File: config.mk
export PLATFORM = sky130hd
export DESIGN_NAME = gpx_regfile
export DESIGN_NICKNAME = d
export VERILOG_FILES = /design/src/rtl/gpx_pkg.sv /design/src/rtl/gpx_sync.sv /design/src/rtl/gpx_decode.sv /design/src/rtl/gpx_bank.sv /design/src/rtl/gpx_regfile.sv
export SDC_FILE = /design/constraint.sdc
export NUM_CORES = 1
export LEC_CHECK = 0
export BUFFER_PORTS_ARGS = -buffer_cell sky130_fd_sc_hd__clkbuf_2
export CELL_PAD_IN_SITES_DETAIL_PLACEMENT = 1
export CELL_PAD_IN_SITES_GLOBAL_PLACEMENT = 2
export CORE_ASPECT_RATIO = 0.8
export CORE_MARGIN = 1
export CORE_UTILIZATION = 40
export CTS_CLUSTER_DIAMETER = 30
export DETAILED_ROUTE_END_ITERATION = 8
export GPL_ROUTABILITY_DRIVEN = 0
export PLACE_DENSITY = 0.91
export SYNTH_ARGS = -nofsm -noshare
export SYNTH_HDL_FRONTEND = slang
export SYNTH_HIERARCHICAL = 1
export SYNTH_SLANG_ARGS = --single-unit
File: constraint.sdc
create_clock -name clk -period 4.4 [get_ports clk]
set_input_delay 0.88 -clock clk [delete_from_list [all_inputs] [get_ports clk]]
set_output_delay 0.88 -clock clk [all_outputs]
set_load 0.005 [all_outputs]
File: src/rtl/gpx_pkg.sv
package gpx_pkg;
    localparam int ADDR_W = 6;

    typedef enum logic [2:0] {
        GRP_IN  = 3'd0,
        GRP_OUT = 3'd1,
        GRP_POL = 3'd2,
        GRP_DIR = 3'd3,
        GRP_MSK = 3'd4
    } grp_e;
endpackage

File: src/rtl/gpx_sync.sv
module gpx_sync #(
    parameter int W = 40
) (
    input  logic         clk,
    input  logic         rst_n,
    input  logic [W-1:0] d,
    output logic [W-1:0] q
);
    logic [W-1:0] stage1_q;
    logic [W-1:0] stage2_q;
    logic [1:0]   warm_q;

    always_ff @(posedge clk or negedge rst_n) begin
        if (!rst_n) begin
            stage1_q <= '0;
            stage2_q <= '0;
            warm_q   <= '0;
        end else begin
            stage1_q <= d;
            stage2_q <= stage1_q;
            if (warm_q != 2'd2) warm_q <= warm_q + 2'd1;
        end
    end

    assign q = stage2_q;

    AST_SYNC_TWO_EDGES: assert property (@(posedge clk) disable iff (!rst_n)
        (warm_q == 2'd2) |-> (q == $past(d, 2)));
endmodule

File: src/rtl/gpx_decode.sv
module gpx_decode
    import gpx_pkg::*;
#(
    parameter int NUM_BANKS = 5
) (
    input  logic [ADDR_W-1:0]  addr,
    input  logic               wr,
    output grp_e               grp,
    output logic [2:0]         bank_idx,
    output logic               addr_ok,
    output logic [NUM_BANKS-1:0] we_out,
    output logic [NUM_BANKS-1:0] we_pol,
    output logic [NUM_BANKS-1:0] we_dir,
    output logic [NUM_BANKS-1:0] we_msk
);
    logic grp_ok;

    assign grp      = grp_e'(addr[5:3]);
    assign bank_idx = addr[2:0];

    always_comb begin
        unique case (addr[5:3])
            3'd0, 3'd1, 3'd2, 3'd3, 3'd4: grp_ok = 1'b1;
            default:                      grp_ok = 1'b0;
        endcase
    end

    assign addr_ok = grp_ok && (int'(bank_idx) < NUM_BANKS);

    always_comb begin
        we_out = '0;
        we_pol = '0;
        we_dir = '0;
        we_msk = '0;
        for (int b = 0; b < NUM_BANKS; b++) begin
            if (wr && addr_ok && int'(bank_idx) == b) begin
                unique case (addr[5:3])
                    3'd1:    we_out[b] = 1'b1;
                    3'd2:    we_pol[b] = 1'b1;
                    3'd3:    we_dir[b] = 1'b1;
                    3'd4:    we_msk[b] = 1'b1;
                    default: ;
                endcase
            end
        end
    end
endmodule

File: src/rtl/gpx_bank.sv
module gpx_bank #(
    parameter int W = 8
) (
    input  logic         clk,
    input  logic         rst_n,
    input  logic         we_out,
    input  logic         we_pol,
    input  logic         we_dir,
    input  logic         we_msk,
    input  logic [W-1:0] wdata,
    output logic [W-1:0] out_q,
    output logic [W-1:0] pol_q,
    output logic [W-1:0] dir_q,
    output logic [W-1:0] msk_q
);
    always_ff @(posedge clk or negedge rst_n) begin
        if (!rst_n) begin
            out_q <= '0;
            pol_q <= '0;
            dir_q <= '1;
            msk_q <= '1;
        end else begin
            if (we_out) out_q <= wdata;
            if (we_pol) pol_q <= wdata;
            if (we_dir) dir_q <= wdata;
            if (we_msk) msk_q <= wdata;
        end
    end

    AST_DIR_LOAD: assert property (@(posedge clk) disable iff (!rst_n)
        we_dir |=> (dir_q == $past(wdata)));
    AST_OUT_LOAD: assert property (@(posedge clk) disable iff (!rst_n)
        we_out |=> (out_q == $past(wdata)));
    AST_HOLD_IDLE: assert property (@(posedge clk) disable iff (!rst_n)
        !(we_out || we_pol || we_dir || we_msk) |=>
        ($stable(out_q) && $stable(pol_q) && $stable(dir_q) && $stable(msk_q)));
endmodule

File: src/rtl/gpx_regfile.sv
module gpx_regfile
    import gpx_pkg::*;
#(
    parameter int NUM_BANKS = 5,
    parameter int BANK_W    = 8
) (
    input  logic                        clk,
    input  logic                        rst_n,
    input  logic [ADDR_W-1:0]           bus_addr,
    input  logic                        bus_wr,
    input  logic [BANK_W-1:0]           bus_wdata,
    output logic [BANK_W-1:0]           bus_rdata,
    input  logic [NUM_BANKS*BANK_W-1:0] pin_in,
    input  logic                        oe_n,
    output logic [NUM_BANKS*BANK_W-1:0] pin_out,
    output logic [NUM_BANKS*BANK_W-1:0] pin_drive_en,
    output logic [NUM_BANKS*BANK_W-1:0] in_level,
    output logic [NUM_BANKS*BANK_W-1:0] irq_mask,
    output logic [NUM_BANKS*BANK_W-1:0] dir_input
);
    localparam int NPINS = NUM_BANKS * BANK_W;

    grp_e                 grp;
    logic [2:0]           bank_idx;
    logic                 addr_ok;
    logic [NUM_BANKS-1:0] we_out, we_pol, we_dir, we_msk;
    logic [NPINS-1:0]     sync_lvl;
    logic [NPINS-1:0]     out_vec, pol_vec, dir_vec, msk_vec;

    gpx_sync #(.W(NPINS)) sync_i (
        .clk   (clk),
        .rst_n (rst_n),
        .d     (pin_in),
        .q     (sync_lvl)
    );

    gpx_decode #(.NUM_BANKS(NUM_BANKS)) dec_i (
        .addr     (bus_addr),
        .wr       (bus_wr),
        .grp      (grp),
        .bank_idx (bank_idx),
        .addr_ok  (addr_ok),
        .we_out   (we_out),
        .we_pol   (we_pol),
        .we_dir   (we_dir),
        .we_msk   (we_msk)
    );

    for (genvar b = 0; b < NUM_BANKS; b++) begin : g_bank
        gpx_bank #(.W(BANK_W)) bank_i (
            .clk    (clk),
            .rst_n  (rst_n),
            .we_out (we_out[b]),
            .we_pol (we_pol[b]),
            .we_dir (we_dir[b]),
            .we_msk (we_msk[b]),
            .wdata  (bus_wdata),
            .out_q  (out_vec[b*BANK_W +: BANK_W]),
            .pol_q  (pol_vec[b*BANK_W +: BANK_W]),
            .dir_q  (dir_vec[b*BANK_W +: BANK_W]),
            .msk_q  (msk_vec[b*BANK_W +: BANK_W])
        );
    end

    always_comb begin
        bus_rdata = '0;
        for (int b = 0; b < NUM_BANKS; b++) begin
            if (addr_ok && int'(bank_idx) == b) begin
                unique case (grp)
                    GRP_IN:  bus_rdata = sync_lvl[b*BANK_W +: BANK_W] ^ pol_vec[b*BANK_W +: BANK_W];
                    GRP_OUT: bus_rdata = out_vec[b*BANK_W +: BANK_W];
                    GRP_POL: bus_rdata = pol_vec[b*BANK_W +: BANK_W];
                    GRP_DIR: bus_rdata = dir_vec[b*BANK_W +: BANK_W];
                    GRP_MSK: bus_rdata = msk_vec[b*BANK_W +: BANK_W];
                    default: bus_rdata = '0;
                endcase
            end
        end
    end

    assign pin_out      = out_vec;
    assign pin_drive_en = ~dir_vec & {NPINS{~oe_n}};
    assign in_level     = sync_lvl;
    assign irq_mask     = msk_vec;
    assign dir_input    = dir_vec;

    AST_OE_TRISTATE: assert property (@(posedge clk) disable iff (!rst_n)
        oe_n |-> (pin_drive_en == '0));
    AST_RSV_WR_IGNORED: assert property (@(posedge clk) disable iff (!rst_n)
        (bus_wr && !addr_ok) |=> ($stable(out_vec) && $stable(pol_vec) &&
                                  $stable(dir_vec) && $stable(msk_vec)));
    AST_IN_WR_IGNORED: assert property (@(posedge clk) disable iff (!rst_n)
        (bus_wr && bus_addr[5:3] == 3'd0) |=> ($stable(out_vec) && $stable(pol_vec) &&
                                              $stable(dir_vec) && $stable(msk_vec)));
    AST_RSV_READ_ZERO: assert property (@(posedge clk) disable iff (!rst_n)
        !addr_ok |-> (bus_rdata == '0));
endmodule

---- Word level (Yosys, flattened, before mapping) ----
Cells that the tools add are included.
word-level totals
  logic and storage cells ................. 89
  output and inout bits ................... 208
  register bits ........................... 240
  input bits .............................. 58
cells by class
  magnitude comparators ................... 1
  bitwise operators ....................... 8
  reductions and logical operators ........ 15
  multiplexer cells ....................... 35
  equality and inequality tests ........... 8
operators by type and width
  operator                                           count
  one-hot mux 8 bit (5 select lines)                 5
  AND 40 bit                                         1
  two-way mux 8 bit                                  5
  inverter 40 bit                                    1
  XOR 8 bit                                          5
  two-way mux 1 bit                                  25
  == test 3 bit, second input constant               4
  logical AND 1 bit                                  12
  == test 3 x 2 -> 1 bit, second input constant      3
  zero test 3 bit                                    2
  OR reduction 5 bit                                 1
  == test 3 x 1 -> 1 bit, second input constant      1
  less-than comparator 3 bit, second input constant  1
  inverter 1 bit                                     1

---- Longest topological paths before layout ----
  word-level depth ........................ 10
  depth in mapped cells ................... 10
  depth with buffers taken out ............ 7

---- By module ----
Netlist, hierarchy kept.
modules (own cells, without submodules)
  module       area an instance (µm²)  instances  cells each  sequential area each (µm²)
  gpx_bank     1346.3                  5          68          820.8
  gpx_regfile  2531.2                  1          376         0.0
  gpx_sync     2001.9                  1          80          2001.9
  gpx_decode   315.3                   1          45          0.0

---- Least setup slack after synthesis ----
Ideal clock, no wire load.
  path kind ............................... input to output
  start ................................... input bus_addr[0]
  end ..................................... output bus_rdata[4]
  stages on the path ...................... 8
  data required time ...................... 3520 ps
  data arrival time ....................... 2533 ps
  buffers on the path ..................... 2
  slack ................................... 987 ps
  cells stage by stage .................... buf_2 o21ai_0 and2_1 or4b_1 buf_2 a2111oi_2 o31ai_1 a211oi_2
on the way
  longest elaborated chain between the ends .. 8
  elaborated cells on any way between the ends .. 17
  classes of those cells .................. order compare: 1; eq/ne: 4; mux: 5; reduce/logical: 7
RTL lines
  element                          RTL line           source
  from (decl)                      gpx_regfile.sv:9   input logic [ADDR_W-1:0] bus_addr,
  less-than comparator 3 bit (*)   gpx_decode.sv:28   assign addr_ok = grp_ok && (int'(bank_idx) < NUM_BANKS);
  logical AND 1 bit (*)            gpx_decode.sv:28
  net addr_ok                      gpx_regfile.sv:25  logic addr_ok;
  logical AND 1 bit                gpx_regfile.sv:68  if (addr_ok && int'(bank_idx) == b) begin
  two-way mux 8 bit (4 in series)  gpx_regfile.sv:68
  two-way mux 8 bit (*)            gpx_regfile.sv:68
  to (decl)                        gpx_regfile.sv:12  output logic [BANK_W-1:0] bus_rdata,
Mark *: on every way through the listed nets, which the timed path passes. The rest lies on a longest branch.

---- Worst setup path in the final report ----
  start ................................... input bus_addr[3]
  end ..................................... output bus_rdata[7]
on the way
  longest elaborated chain between the ends .. 10
  elaborated cells on any way between the ends .. 23
  classes of those cells .................. eq/ne: 4; mux: 11; reduce/logical: 8
RTL lines
  element                                         RTL line                             source
  == test 3 x 1 -> 1 bit (tied with other cells)  gpx_decode.sv:22, gpx_regfile.sv:69
  OR reduction 5 bit                              gpx_decode.sv:22                     unique case (addr[5:3])
  two-way mux 1 bit                               gpx_decode.sv:22
  logical AND 1 bit                               gpx_decode.sv:28
  logical AND 1 bit                               gpx_regfile.sv:68
  two-way mux 8 bit (4 in series)                 gpx_regfile.sv:68
  two-way mux 8 bit (*)                           gpx_regfile.sv:68
Mark *: on every way between the ends. The rest lies on a longest branch, timed or not.

==> load_flow_metrics.sql <==
INSERT INTO impl_metrics (metric_group, metric, value, unit) VALUES
('sta', 'relSlewSlack', '28.4', '%'),
('job', 'maxcap_violations', '0', ''),
('worst_setup_path', 'worstPathCellList', 'buf_2 -> buf_12 -> inv_1 -> nand2_1 -> o221ai_1 -> a221oi_1 -> nor4_1 -> clkbuf_2', ''),
('clocking', 'htreeDepth', '2', ''),
('power_and_ir_drop', 'comb_power_share', '13.0', '%'),
('power_and_ir_drop', 'power.ir.vdd_worst', '0.370', 'mV'),
('placement', 'dp_hpwl', '28300', 'um'),
('route', 'drt_iter0_markers', '747', ''),
('final_layout', 'drive_gt1_share', '57.2', '%'),
('logic_synthesis', 'syn-instance-count', '841', ''),
('sta', 'final-hold-violation-count', '0', ''),
('final_layout', 'layout_common_cells', 'clkbuf_2 (263), mux2_4 (160), dfrtp_1 (160)', ''),
('final_layout', 'area_growth_syn_to_layout', '30.3', '%'),
('worst_setup_path', 'delay_heaviest_family_cp', 'buffers and inverters', ''),
('worst_setup_path', 'required', '3.52', 'ns'),
('placement', 'post_dp_cell_area', '13300', 'um2'),
('power_and_ir_drop', 'power_frac_clock', '51.5', '%'),
('route', 'drt_wl_total', '41300', 'um'),
('die', 'area_enclosed_by_the_die_boundary', '29600', 'um2'),
('grt', 'grt_max_degree', '110', ''),
('die', 'dieWidth', '192', 'um'),
('logic_synthesis', 'count_of_flip_flops_with_a_built_in_enable_after_synthesis', '0', ''),
('clocking', 'ctsLongestPathBuffers', '3', ''),
('sta', 'final_max_slew_viol_count', '0', ''),
('clocking', 'cts_root_buffer', 'clkbuf_16', ''),
('clocking', 'tritoncts', 'yes', ''),
('clocking', 'numCtsBuffers', '48', ''),
('route', 'antenna_left', '0', ''),
('sta', 'finalSetupViolations', '0', ''),
('grt', 'grt_usage', '28.2', '%'),
('placement', 'io_buffers', '265', ''),
('sta', 'rsz0062_at_grt', 'no', ''),
('worst_setup_path', 'critPathBufInv', '4', ''),
('power_and_ir_drop', 'power.total', '7.86', 'mW'),
('sta', 'period_share', '92.8', '%'),
('power_and_ir_drop', 'static_power_due_to_leakage', '6.94', 'nW'),
('final_layout', 'fin_nets', '1187', ''),
('logic_synthesis', 'number_of_distinct_standard_cells_referenced_by_the_synthesized_netlist', '67', ''),
('sta', 'worst-slew-pin-transition', '1.07', 'ns'),
('logic_synthesis', 'netlist_area', '11600', 'um2'),
('logic_synthesis', 'synthArstFlopShare', '100', '%'),
('logic_synthesis', 'synth.ff_latch_count', '240', ''),
('logic_synthesis', 'synth_warn', '6', ''),
('grt', 'first_pass_grt_wire_length', '61600', 'um'),
('die', 'io_pins', '266', ''),
('logic_synthesis', 'yosysSeqAreaShare', '52.7', '%'),
('sta', 'layout_min_cycle_time', '4.08', 'ns'),
('power_and_ir_drop', 'p_sw', '2.02', 'mW'),
('die', 'core_outline_area', '28400', 'um2'),
('logic_synthesis', 'synthFlopType', 'dfrtp_1', ''),
('logic_synthesis', 'syn_nets', '899', ''),
('worst_setup_path', 'timing.critical_path.slowest_cell_delay', '0.57', 'ns'),
('clocking', 'clkTransAtPathRegs', '0.04', 'ns'),
('power_and_ir_drop', 'p_sw_share', '25.7', '%'),
('sta', 'fin_worst_skew', '0.0196', 'ns'),
('outcome', 'status', 'completed', ''),
('grt', 'grt_antenna_before_repair', '0', ''),
('die', 'floorplan.die.height', '154', 'um'),
('die', 'placementRows', '55', ''),
('worst_setup_path', 'startpoint_type', 'primary input', ''),
('worst_hold_path', 'worst_hold_path_type', 'primary input to asynchronous set/reset pin', ''),
('final_layout', 'antenna_cells', '0', ''),
('route', 'detail_route.wl_per_cell', '26.8', 'um'),
('clocking', 'hold_buffers', '0', ''),
('clocking', 'clock_sinks', '240', ''),
('worst_setup_path', 'critical-path-slowest-cell', 'nor4_1', ''),
('power_and_ir_drop', 'p_seq_share', '35.6', '%'),
('clocking', 'worst_skew_pair.late_latency', '0.56', 'ns'),
('worst_setup_path', 'critPathArrivalTime', '3.20', 'ns'),
('logic_synthesis', 'syn_avg_cell_area', '13.8', 'um2'),
('final_layout', 'layout.cell_area.non_filler', '15100', 'um2');
## cell families (layout without fill, tap and decap cells)
group | Yosys count | count (layout) | share of synthesized area [%]
AOI/OAI and AO/OA | 134 | 134 | 8.75
buffers and inverters | 81 | 409 | 4.72
xor gates and xnor gates | 11 | 11 | 0.832
and+or+nand+nor | 182 | 182 | 8.58
DFF | 240 | 240 | 52.7
muxes | 193 | 193 | 24.4
## through the flow
stage	hold WS, ns	instances	utilization (%)	worst slack [ns]
final	0.317	1539	53.2	0.315
after global routing	0.347	1539	53.2	0.227
after CTS	0.347	1539	53.2	0.381
after detailed placement	0.336	1449	46.8	0.402
after global placement	0.331	1449	46.8	0.377
after floorplan	0.331	841	-	0.987
## power groups by stage
stage / Sequential [mW] / Combinational, mW / Clock, mW
after floorplan: 2.72 / 0.533 / 0
after global placement: 2.80 / 0.974 / 0
after detailed placement: 2.82 / 1.01 / 0
after CTS: 2.79 / 1.02 / 4.10
after global routing: 2.82 / 1.10 / 4.20
final: 2.80 / 1.02 / 4.05
## synthesized netlist by cell type, drive strengths merged, types with 3 or more instances
library cell	number	area share, %
mux2	173	22
dfrtp	160	35
dfstp	80	18
nor2	76	2.5
buf	57	3.9
o21ai	24	1.0
nand2	21	0.68
a21oi	14	0.61
mux2i	14	1.2
nand2b	14	0.76
nor2b	14	0.76
inv	13	0.42
a22oi	12	0.78
clkbuf	11	0.36
xnor2	11	0.83
nor3	9	0.39
a221o	7	0.61
a221oi	7	0.53
a32oi	7	0.53
nand3b	7	0.45
o211ai	7	0.45
o221ai	7	0.53
a211oi	6	0.43
a32o	6	0.52
mux4	6	1.2
a2111oi	5	0.43
a22o	5	0.38
nand3	5	0.22
nand4bb	5	0.63
nor4	5	0.27
a311oi	4	0.30
nor3b	4	0.26
or3	4	0.26
a31oi	3	0.16
nand4b	3	0.23
nor4b	3	0.33
o311a	3	0.26
o311ai	3	0.23
## area by class of cell
| type | count | area, um2 |
|---|---|---|
| fill | 2903 | 13300 |
| clock inverter | 34 | 548 |
| tap | 370 | 463 |
| sequential | 240 | 6110 |
| timing repair buffer | 306 | 1680 |
| inverter | 13 | 48.8 |
| multi-input combinational | 520 | 4980 |
| clock buffer | 56 | 1260 |
## registers in the layout, indices dropped and copies added (netlist names)
name	flops
g_bank.bank_i/dir_q	40
g_bank.bank_i/msk_q	40
g_bank.bank_i/out_q	40
g_bank.bank_i/pol_q	40
sync_i/q	40
sync_i/stage1_q	40
## per-layer routing
metal,GRT usage (%),share of wire (%),up-vias,wire (um)
li1,-,-,3658,-
met1,39.1,44,4505,18200
met2,43.4,46,396,19100
met3,6.78,7.2,68,2970
met4,8.66,2.4,0,1000
met5,0,0,-,0
## path summary, 6_finish.rpt
kind                                            from  cells after the start  slack [ns]                   endpoint
hold / removal                                 rst_n                      1        0.32        sync_i/stage1_q[12]
hold reg to reg                  sync_i/stage1_q[21]                      0        0.34               sync_i/q[21]
setup reg to reg           g_bank[3].bank_i/out_q[7]                      1        3.55  g_bank[3].bank_i/out_q[7]
min in group clk                 sync_i/stage1_q[21]                      0        0.34               sync_i/q[21]
setup / recovery                         bus_addr[3]                      8        0.32               bus_rdata[7]
max in group asynchronous                      rst_n                      2        2.87                sync_i/q[9]
No activity file was read; power rests on OpenSTA's default activity.
